<file path="src/rtl/dither_pkg.sv">
package dither_pkg;

    // Phase of the triangle sweep.
    typedef enum logic [1:0] {
        PH_ZERO = 2'd0,   // parked or passing through zero offset
        PH_FALL = 2'd1,   // moving toward the peak negative offset
        PH_RISE = 2'd2    // returning toward zero offset
    } sweep_phase_e;

    // Event bundle passed from the sequencer to the rest of the datapath.
    typedef struct packed {
        sweep_phase_e phase;
        logic         start;     // leaving zero offset this cycle
    } seq_evt_t;

    function automatic bit is_pow2(input int v);
        return (v > 0) && ((v & (v - 1)) == 0);
    endfunction

    // Deep peak is defined as twice the shallow peak.
    function automatic int deep_of(input int shallow);
        return 2 * shallow;
    endfunction

endpackage

</file>
<file path="src/rtl/dith_phase_seq.sv">
module dith_phase_seq
    import dither_pkg::*;
#(
    parameter int HALF_LEN = 2048,
    localparam int POS_W = $clog2(HALF_LEN) + 1
) (
    input  logic             clk_i,
    input  logic             rst_i,
    input  logic             run_en_i,
    output logic [POS_W-1:0] pos_o,
    output seq_evt_t         evt_o
);

    localparam logic [POS_W-1:0] LAST_FALL = POS_W'(HALF_LEN - 1);
    localparam logic [POS_W-1:0] ONE       = POS_W'(1);

    sweep_phase_e     phase_q, phase_d;
    logic [POS_W-1:0] pos_q, pos_d;
    logic             start_c;

    always_comb begin
        phase_d = phase_q;
        pos_d   = pos_q;
        start_c = 1'b0;
        unique case (phase_q)
            PH_ZERO: begin
                if (run_en_i) begin
                    phase_d = PH_FALL;
                    pos_d   = ONE;
                    start_c = 1'b1;
                end
            end
            PH_FALL: begin
                pos_d = pos_q + ONE;
                if (pos_q == LAST_FALL) begin
                    phase_d = PH_RISE;
                end
            end
            PH_RISE: begin
                pos_d = pos_q - ONE;
                if (pos_q == ONE) begin
                    phase_d = PH_ZERO;
                end
            end
            default: begin
                phase_d = PH_ZERO;
                pos_d   = '0;
            end
        endcase
    end

    always_ff @(posedge clk_i) begin
        if (rst_i) begin
            phase_q <= PH_ZERO;
            pos_q   <= '0;
        end else begin
            phase_q <= phase_d;
            pos_q   <= pos_d;
        end
    end

    assign pos_o       = pos_q;
    assign evt_o.phase = phase_q;
    assign evt_o.start = start_c;


    idle_hold_chk: assert property (@(posedge clk_i) disable iff (rst_i)
        (phase_q == PH_ZERO && !run_en_i) |=> (phase_q == PH_ZERO && pos_q == '0));


    sweep_finish_chk: assert property (@(posedge clk_i) disable iff (rst_i)
        (phase_q == PH_RISE && pos_q != ONE) |=> (phase_q == PH_RISE));


    fall_step_chk: assert property (@(posedge clk_i) disable iff (rst_i)
        (phase_q == PH_FALL) |=> (pos_q == $past(pos_q) + ONE));


    rise_step_chk: assert property (@(posedge clk_i) disable iff (rst_i)
        (phase_q == PH_RISE) |=> (pos_q == $past(pos_q) - ONE));


    pos_range_chk: assert property (@(posedge clk_i) disable iff (rst_i)
        pos_q <= POS_W'(HALF_LEN));

endmodule

</file>
<file path="src/rtl/dith_depth_latch.sv">
module dith_depth_latch #(
    parameter int PEAK_SHALLOW = 32,
    parameter int PEAK_DEEP    = 64,
    parameter int PEAK_W       = 7
) (
    input  logic              clk_i,
    input  logic              rst_i,
    input  logic              load_i,
    input  logic              shallow_i,
    output logic [PEAK_W-1:0] peak_o
);

    localparam logic [PEAK_W-1:0] CODE_SHALLOW = PEAK_W'(PEAK_SHALLOW);
    localparam logic [PEAK_W-1:0] CODE_DEEP    = PEAK_W'(PEAK_DEEP);

    logic [PEAK_W-1:0] peak_q;

    always_ff @(posedge clk_i) begin
        if (rst_i) begin
            peak_q <= CODE_DEEP;
        end else if (load_i) begin
            peak_q <= shallow_i ? CODE_SHALLOW : CODE_DEEP;
        end
    end

    assign peak_o = peak_q;


    depth_hold_chk: assert property (@(posedge clk_i) disable iff (rst_i)
        !load_i |=> $stable(peak_q));


    depth_legal_chk: assert property (@(posedge clk_i) disable iff (rst_i)
        (peak_q == CODE_SHALLOW) || (peak_q == CODE_DEEP));

endmodule

</file>
<file path="src/rtl/dith_code_map.sv">
module dith_code_map #(
    parameter int POS_W  = 12,
    parameter int PEAK_W = 7,
    parameter int SHIFT  = 11,
    localparam int OUT_W  = PEAK_W + 1,
    localparam int PROD_W = POS_W + PEAK_W
) (
    input  logic [POS_W-1:0]  pos_i,
    input  logic [PEAK_W-1:0] peak_i,
    output logic [PEAK_W-1:0] mag_o,
    output logic [OUT_W-1:0]  ofs_o
);

    logic [PROD_W-1:0] prod;

    always_comb begin
        prod  = PROD_W'(pos_i) * PROD_W'(peak_i);
        mag_o = PEAK_W'(prod >> SHIFT);
        ofs_o = OUT_W'(0) - {1'b0, mag_o};
    end

endmodule

</file>
<file path="src/rtl/tri_dither_gen.sv">
module tri_dither_gen
    import dither_pkg::*;
#(
    parameter int HALF_LEN     = 2048,
    parameter int PEAK_SHALLOW = 32,
    localparam int PEAK_DEEP = deep_of(PEAK_SHALLOW),
    localparam int PEAK_W    = $clog2(PEAK_DEEP + 1),
    localparam int OUT_W     = PEAK_W + 1,
    localparam int POS_W     = $clog2(HALF_LEN) + 1,
    localparam int SHIFT     = $clog2(HALF_LEN)
) (
    input  logic             clk_i,
    input  logic             rst_i,
    input  logic             spread_en_i,
    input  logic             depth_sel_i,
    output logic [OUT_W-1:0] freq_ofs_o,
    output logic             sweep_fall_o
);

    generate
        if (!is_pow2(HALF_LEN)) begin : g_bad_len
            $error("HALF_LEN must be a power of two");
        end
        if (PEAK_DEEP > HALF_LEN) begin : g_bad_peak
            $error("peak depth exceeds ramp length");
        end
    endgenerate

    logic [POS_W-1:0]  pos;
    seq_evt_t          evt;
    logic [PEAK_W-1:0] peak;
    logic [PEAK_W-1:0] mag;

    dith_phase_seq #(
        .HALF_LEN (HALF_LEN)
    ) u_seq (
        .clk_i    (clk_i),
        .rst_i    (rst_i),
        .run_en_i (spread_en_i),
        .pos_o    (pos),
        .evt_o    (evt)
    );

    dith_depth_latch #(
        .PEAK_SHALLOW (PEAK_SHALLOW),
        .PEAK_DEEP    (PEAK_DEEP),
        .PEAK_W       (PEAK_W)
    ) u_depth (
        .clk_i     (clk_i),
        .rst_i     (rst_i),
        .load_i    (evt.start),
        .shallow_i (depth_sel_i),
        .peak_o    (peak)
    );

    dith_code_map #(
        .POS_W  (POS_W),
        .PEAK_W (PEAK_W),
        .SHIFT  (SHIFT)
    ) u_map (
        .pos_i  (pos),
        .peak_i (peak),
        .mag_o  (mag),
        .ofs_o  (freq_ofs_o)
    );

    assign sweep_fall_o = (evt.phase == PH_FALL);


    reset_zero_chk: assert property (@(posedge clk_i)
        rst_i |=> (freq_ofs_o == '0 && !sweep_fall_o));


    no_boost_chk: assert property (@(posedge clk_i) disable iff (rst_i)
        $signed(freq_ofs_o) <= 0);


    slew_limit_chk: assert property (@(posedge clk_i) disable iff (rst_i)
        (freq_ofs_o == $past(freq_ofs_o)) ||
        (freq_ofs_o == $past(freq_ofs_o) + OUT_W'(1)) ||
        (freq_ofs_o == $past(freq_ofs_o) - OUT_W'(1)));


    floor_depth_chk: assert property (@(posedge clk_i) disable iff (rst_i)
        (pos == POS_W'(HALF_LEN)) |-> (mag == peak));


    fall_flag_chk: assert property (@(posedge clk_i) disable iff (rst_i)
        sweep_fall_o |=> ($signed(freq_ofs_o) <= $signed($past(freq_ofs_o))));

endmodule

</file>
<file path="config.mk">
export PLATFORM = sky130hd
export DESIGN_NAME = tri_dither_gen
export DESIGN_NICKNAME = d
export VERILOG_FILES = /design/src/rtl/dither_pkg.sv /design/src/rtl/dith_phase_seq.sv /design/src/rtl/dith_depth_latch.sv /design/src/rtl/dith_code_map.sv /design/src/rtl/tri_dither_gen.sv
export SDC_FILE = /design/constraint.sdc
export NUM_CORES = 1
export LEC_CHECK = 0
export BUFFER_PORTS_ARGS = -buffer_cell sky130_fd_sc_hd__buf_2
export CAP_MARGIN = 20
export CORE_ASPECT_RATIO = 0.5
export CORE_MARGIN = 4
export CORE_UTILIZATION = 30
export DETAILED_ROUTE_END_ITERATION = 16
export SLEW_MARGIN = 40
export SYNTH_ARGS = -nofsm -noshare
export SYNTH_HDL_FRONTEND = slang
export SYNTH_SLANG_ARGS = --single-unit
</file>
<file path="constraint.sdc">
create_clock -name clk_i -period 4.6 [get_ports clk_i]
set_input_delay 0.46 -clock clk_i [delete_from_list [all_inputs] [get_ports clk_i]]
set_output_delay 0.46 -clock clk_i [all_outputs]
set_load 0.02 [all_outputs]
</file>
==> results of run 1 <==
==> critical path: stages, from the launching register on <==
cell      delay [ns]
dfxtp_2         0.45
nand2_1         0.10
xor2_1          0.17
ha_1            0.29
ha_1            0.30
ha_1            0.30
nand4_1         0.16
nor3_1          0.09
fa_1            0.40
a21oi_1         0.24
o211ai_1        0.13
a21oi_1         0.18
xnor2_1         0.12
or4_1           0.52
buf_2           0.17
==> stage by stage <==
step	hold slack (ns)	utilization	std cells	setup WS (ns)	cell area [sq um]
floorplan	0.544	-	264	0.527	2070
global placement	0.607	0.328	353	0.434	2190
detailed placement	0.619	0.328	353	0.342	2190
CTS	0.482	0.339	356	0.0603	2270
global route	0.488	0.340	356	0.00497	2280
finish	0.474	0.340	356	0.257	2280
==> cells in the mapped netlist <==
cell / number
buf_1: 2
nand2_2: 1
and3_1: 5
nand4b_1: 1
nor4_1: 4
a21oi_1: 17
nand3_1: 7
a2111oi_0: 1
nand3b_1: 2
nor2_1: 23
nand4_1: 4
buf_2: 1
nor2b_1: 2
a221oi_1: 2
o21a_1: 1
a41oi_1: 1
inv_1: 9
nor3_1: 5
o32ai_1: 2
fa_1: 1
nor3b_1: 6
a22oi_1: 4
xor2_1: 9
ha_1: 40
a31oi_1: 2
or4_1: 1
dfxtp_1: 16
o41ai_4: 1
and2_1: 17
a2bb2oi_1: 2
and4_1: 2
o21ai_0: 6
or3_1: 1
nand2_1: 21
clkbuf_1: 14
xnor2_1: 21
o21ai_1: 2
o211ai_1: 2
mux2i_1: 2
a311oi_1: 1
nand2b_1: 1
or2_2: 2
==> registers in the layout, indices dropped and copies added, names as in the netlist <==
| register | count |
|---|---|
| u_seq.phase_q | 2 |
| u_depth.peak_o | 2 |
| u_seq.pos_o | 12 |
==> per-layer routing <==
layer  wire [um]  track usage  vias up
met5           0            0        -
met4          54       0.0351        0
met3         115      0.00721        5
met2        2160        0.211       32
met1        2150        0.141      834
li1            -            -      940
==> logic make-up (layout without fill, tap and decap cells) <==
kind of cell	after synthesis	count (layout)	share of synthesized area
compound gates	44	44	0.143
flops	16	16	0.155
buf+inv	26	26	0.0478
simple gates	105	105	0.266
xor+xnor	30	30	0.127
fa+ha+maj	41	41	0.252
mux	2	2	0.00967
==> worst max path at each step <==
stage,cells past startpoint,end,slack (ns)
after global placement,14,freq_ofs_o[7],0.43
after CTS,14,freq_ofs_o[7],0.06
after detailed placement,14,freq_ofs_o[7],0.34
after global routing,14,freq_ofs_o[7],0.005
after floorplan,14,freq_ofs_o[7],0.53
final,14,freq_ofs_o[7],0.26
==> final cells by class <==
class / count / area, sq um
fillers: 693 / 4420
repair buffers: 14 / 75.1
flip-flops and latches: 16 / 330
inverters: 9 / 33.8
well taps: 92 / 115
clock buffers: 3 / 75.1
multi-input cells: 222 / 1650
==> where the power goes <==
group | switching [mW] | internal (mW)
Clock | 0.0565 | 0.114
Sequential | 0.0120 | 0.143
Combinational | 0.0342 | 0.0243
Total | 0.103 | 0.281
==> timing repair <==
action,CTS,global route
hold buffers,0,0
endpoints found under the setup margin,0,2
gates resized for setup,0,7
==> results.yml, run 1 <==
logic_synthesis:
  yosys.area.top_type_share: 0.242
  yosys_warnings: 0
  syn-num-nets: 309
  synth.avg_cell_area_sq_um: 7.84
  synth-seq-cells: 16
  yosys.area.top_type: "ha_1"
  ys_top_cells_by_area: "ha_1 24%, dfxtp_1 15%, xnor2_1 8.9%"
  ys_seq_area_frac: 0.155
  synthDistinctLibCells: 42
  netlist_area_sq_mm: 0.00207
  synth_cells: 264
routing:
  routedWlPerCell_um: 12.6
  viasPerCell: 5.09
  vias: 1811
  totalWireLength_um: 4480
  ant_nets: 0
  drcViolationCount: 0
  drtPass1Iterations: 4
  drtIter0Drc: 87
critical_path:
  reg2reg_depth: 6
  r2r-end: "u_seq.pos_o[9]$_SDFFE_PP0P_"
  cp.required_ns: 4.14
  startpoint: "u_seq.pos_o[5]$_SDFFE_PP0P_"
  cp_data_arrival_time_ns: 3.88
  rrSetupSlack_ns: 2.60
  crit_type: "reg -> out"
  r2r_start: "u_seq.pos_o[2]$_SDFFE_PP0P_"
  worstSetupEndpointType: "output port"
  crit_path_max_fanout: 13
  cp-start-kind: "flop"
power:
  powerDensity_mw_per_mm2: 168
  power.static_leakage_nw: 1.11
  p_total_mw: 0.384
  peakVddDrop_uv: 87.7
layout:
  drive_gt1_frac: 0.102
  syn2layout_area_growth_pct: 10.2
  final_cell_mix: "40 x ha_1, 23 x nor2_1, 21 x nand2_1, 21 x xnor2_1"
  final_common_cell: "ha_1"
  nets: 311
  n_antenna_cell: 0
sta:
  slew_violations: 0
  rsz0062_at_grt: "no"
  hold_violations: 0
  relSlewSlack: 0.571
  period_share: 0.944
  fin_worst_skew_ns: 0.00147
  clock.fmax_mhz: 230
  min_period_ns: 4.34
  tightest_slew_ns: 0.643
  finalSetupViolations: 0
  tns_ns: 0
placed_design:
  place_congestion: 0.818
  io_buffers: 12
  dp_hpwl_um: 3470
hold_path:
  holdPathStages: 3
  min_path_type: "in -> reg"
  min_to: "u_depth.peak_o[5]$_SDFFE_PP0P_"
  worstHoldStart: "depth_sel_i"
global_route:
  grt_pass1_wl_um: 8000
  grt_pass1_vias: 1752
  grt_overflow_total: 0
  antenna_found_initial: 0
  grt_max_degree: 21
  grt_usage: 0.113
clock_tree:
  h-tree-depth: 1
  clk_latency_ns: 0.25
  clk_pin_slew_ns: 0.05
  cts_tree: "done"
  cts_buffers: 3
  clk_path_buf_depth: 2
  cts_root_buffer: "clkbuf_16"
  post-cts-setup-buffer-count: 0
  cts.sinks: 16
floorplanning:
  start_util: 0.309
  coreArea_sq_mm: 0.00670
  die_area_sq_mm: 0.00837
  rows: 21
  die_width_um: 125
  io_pins: 13
  die_height_um: 66.7
job:
  drv_cap: 0
run_status:
  status: "finished, final reports clean"
Power figures use the tool's default switching activity.
==> run 2: changes to the inputs <==
- SETUP_SLACK_MARGIN: unset -> 0.5
==> run 2 against run 1 <==
Effect of this change:
- routed wire length up 25%
- clock power is essentially flat
- power is 1.8% higher
- register-to-register slack about the same
- clock skew about the same
- hold slack lost 0.00060 ns
- final cell count up 8.1%
- combinational power rose by 18%
- critical path depth decreased by 2
- critical endpoint unchanged
==> results.yml, run 2 (same netlist as run 1, synthesis figures left out) <==
run_status:
  status: "finished, final reports clean"
sta:
  tightest_slew_ns: 0.633
  rsz0062_at_grt: "yes"
  period_share: 0.891
  whs_ns: 0.474
  hold_violations: 0
  slew_violations: 0
  relSlewSlack: 0.578
  finalSetupViolations: 0
  fin_worst_skew_ns: 0.00145
  timing.final.ws_setup_ns: 0.499
  tns_ns: 0
  clock.fmax_mhz: 244
  min_period_ns: 4.10
clock_tree:
  clk_pin_slew_ns: 0.05
  cts_root_buffer: "clkbuf_16"
  cts_tree: "done"
  h-tree-depth: 1
  cts.sinks: 16
  clk_path_buf_depth: 2
  cts_hold_buf: 0
  clk_latency_ns: 0.25
  cts_buffers: 3
power:
  peakVddDrop_uv: 89.8
  power.static_leakage_nw: 1.25
  powerDensity_mw_per_mm2: 134
layout:
  fill_cells: 607
  nets: 340
  n_antenna_cell: 0
  register_area_sq_um: 345
  syn2layout_area_growth_pct: 40.8
  largest_reg_flops: 12
  final_common_cell: "buf_4"
  final_cell_mix: "31 x buf_4, 23 x nor2_1, 19 x nand2_1, 19 x ha_1, 19 x ha_4"
  drive_gt1_frac: 0.345
  multi_input_area_sq_mm: 0.00203
routing:
  viasPerCell: 5.18
  totalWireLength_um: 5610
  vias: 1994
  routedWlPerCell_um: 14.6
  ant_nets: 0
  drtPass1Iterations: 4
  drcViolationCount: 0
  drtIter0Drc: 92
floorplanning:
  die_height_um: 66.7
  die_area_sq_mm: 0.00837
  die_width_um: 125
  coreArea_sq_mm: 0.00670
  start_util: 0.309
  rows: 21
  io_pins: 13
critical_path:
  rrSetupSlack_ns: 2.60
  max_stage_delay_ns: 0.56
  cp_data_arrival_time_ns: 3.64
  reg2reg_depth: 7
  crit_path_max_fanout: 7
  worstSetupEndpointType: "output port"
  cp_common_cell: "ha_4"
  path_cells: "buf_4 > and2_1 > ha_1 > ha_1 > ha_4 > ha_4 > ha_4 > nand2_1 > o211ai_1 > nand4_1 > or4_4 > buf_6"
  r2r-end: "u_seq.pos_o[9]$_SDFFE_PP0P_"
  cpMaxStageDelayCell: "or4_4"
  cp.required_ns: 4.14
  r2r_start: "u_seq.pos_o[5]$_SDFFE_PP0P_"
  crit_type: "reg -> out"
  cp-start-kind: "flop"
hold_path:
  min_path_type: "in -> reg"
  worstHoldStart: "depth_sel_i"
  min_to: "u_depth.peak_o[5]$_SDFFE_PP0P_"
  holdPathStages: 3
global_route:
  grt_util_met1: 0.148
  grt_pass1_vias: 1890
  grt_max_degree: 21
  grt_usage: 0.123
  grt_overflow_total: 0
  grt_pass1_wl_um: 8710
  antenna_found_initial: 0
  met2_usage: 0.241
  use_met3: 0.00641
  grt.busiest_layer: "met2"
placed_design:
  place_congestion: 0.818
  dp_hpwl_um: 3470
  dp_slack_ns: 0.342
  io_buffers: 12
job:
  drv_cap: 0
## run 2: timing repair
item,CTS,global route
setup endpoints to repair,5,4
pin swaps,15,21
resized for setup,33,39
buffers inserted,13,16
## run 2: worst max-delay path by stage
stage	startpoint	endpoint	slack (ns)
6_report	u_depth.peak_o[6]$_SDFFE_PP1P_	freq_ofs_o[7]	0.50
3_3_place_gp	u_seq.pos_o[5]$_SDFFE_PP0P_	freq_ofs_o[7]	0.43
5_1_grt	u_seq.pos_o[4]$_SDFFE_PP0P_	freq_ofs_o[7]	0.38
2_1_floorplan	u_seq.pos_o[5]$_SDFFE_PP0P_	freq_ofs_o[7]	0.53
4_1_cts	u_seq.pos_o[3]$_SDFFE_PP0P_	freq_ofs_o[7]	0.50
3_5_place_dp	u_depth.peak_o[6]$_SDFFE_PP1P_	freq_ofs_o[7]	0.34
## run 2: metrics by stage
step	cell area, sq um	power [mW]	instances	util
floorplan	2070	0.201	264	-
global placement	2190	0.213	353	0.328
detailed placement	2190	0.215	353	0.328
CTS	2530	0.391	369	0.378
global route	2910	0.412	385	0.435
finish	2910	0.391	385	0.435
## run 2: critical path: cells and delay by family, from the launching register on
family | cells | cell delay (ns)
buf+inv | 2 | 0.29
simple gates | 4 | 0.96
flops | 1 | 0.37
compound gates | 1 | 0.33
fa+ha+maj | 5 | 1.44
## run 2: per-layer routing
metal,share of wire,vias to the layer above
li1,-,995
met1,0.43,943
met2,0.51,43
met3,0.026,13
met4,0.027,0
met5,0,-
## run 2: cell type report
| type | count | area share |
|---|---|---|
| multi-input combinational | 222 | 0.698 |
| sequential | 16 | 0.119 |
| timing repair buffer | 43 | 0.107 |
| inverter | 9 | 0.0116 |
| clock buffer | 3 | 0.0258 |
| tap | 92 | 0.0395 |
## run 2: where the power goes
part           switching [mW]  internal (mW)
clock network          0.0559          0.114
logic                  0.0380         0.0312
registers              0.0111          0.140
total                   0.105          0.286
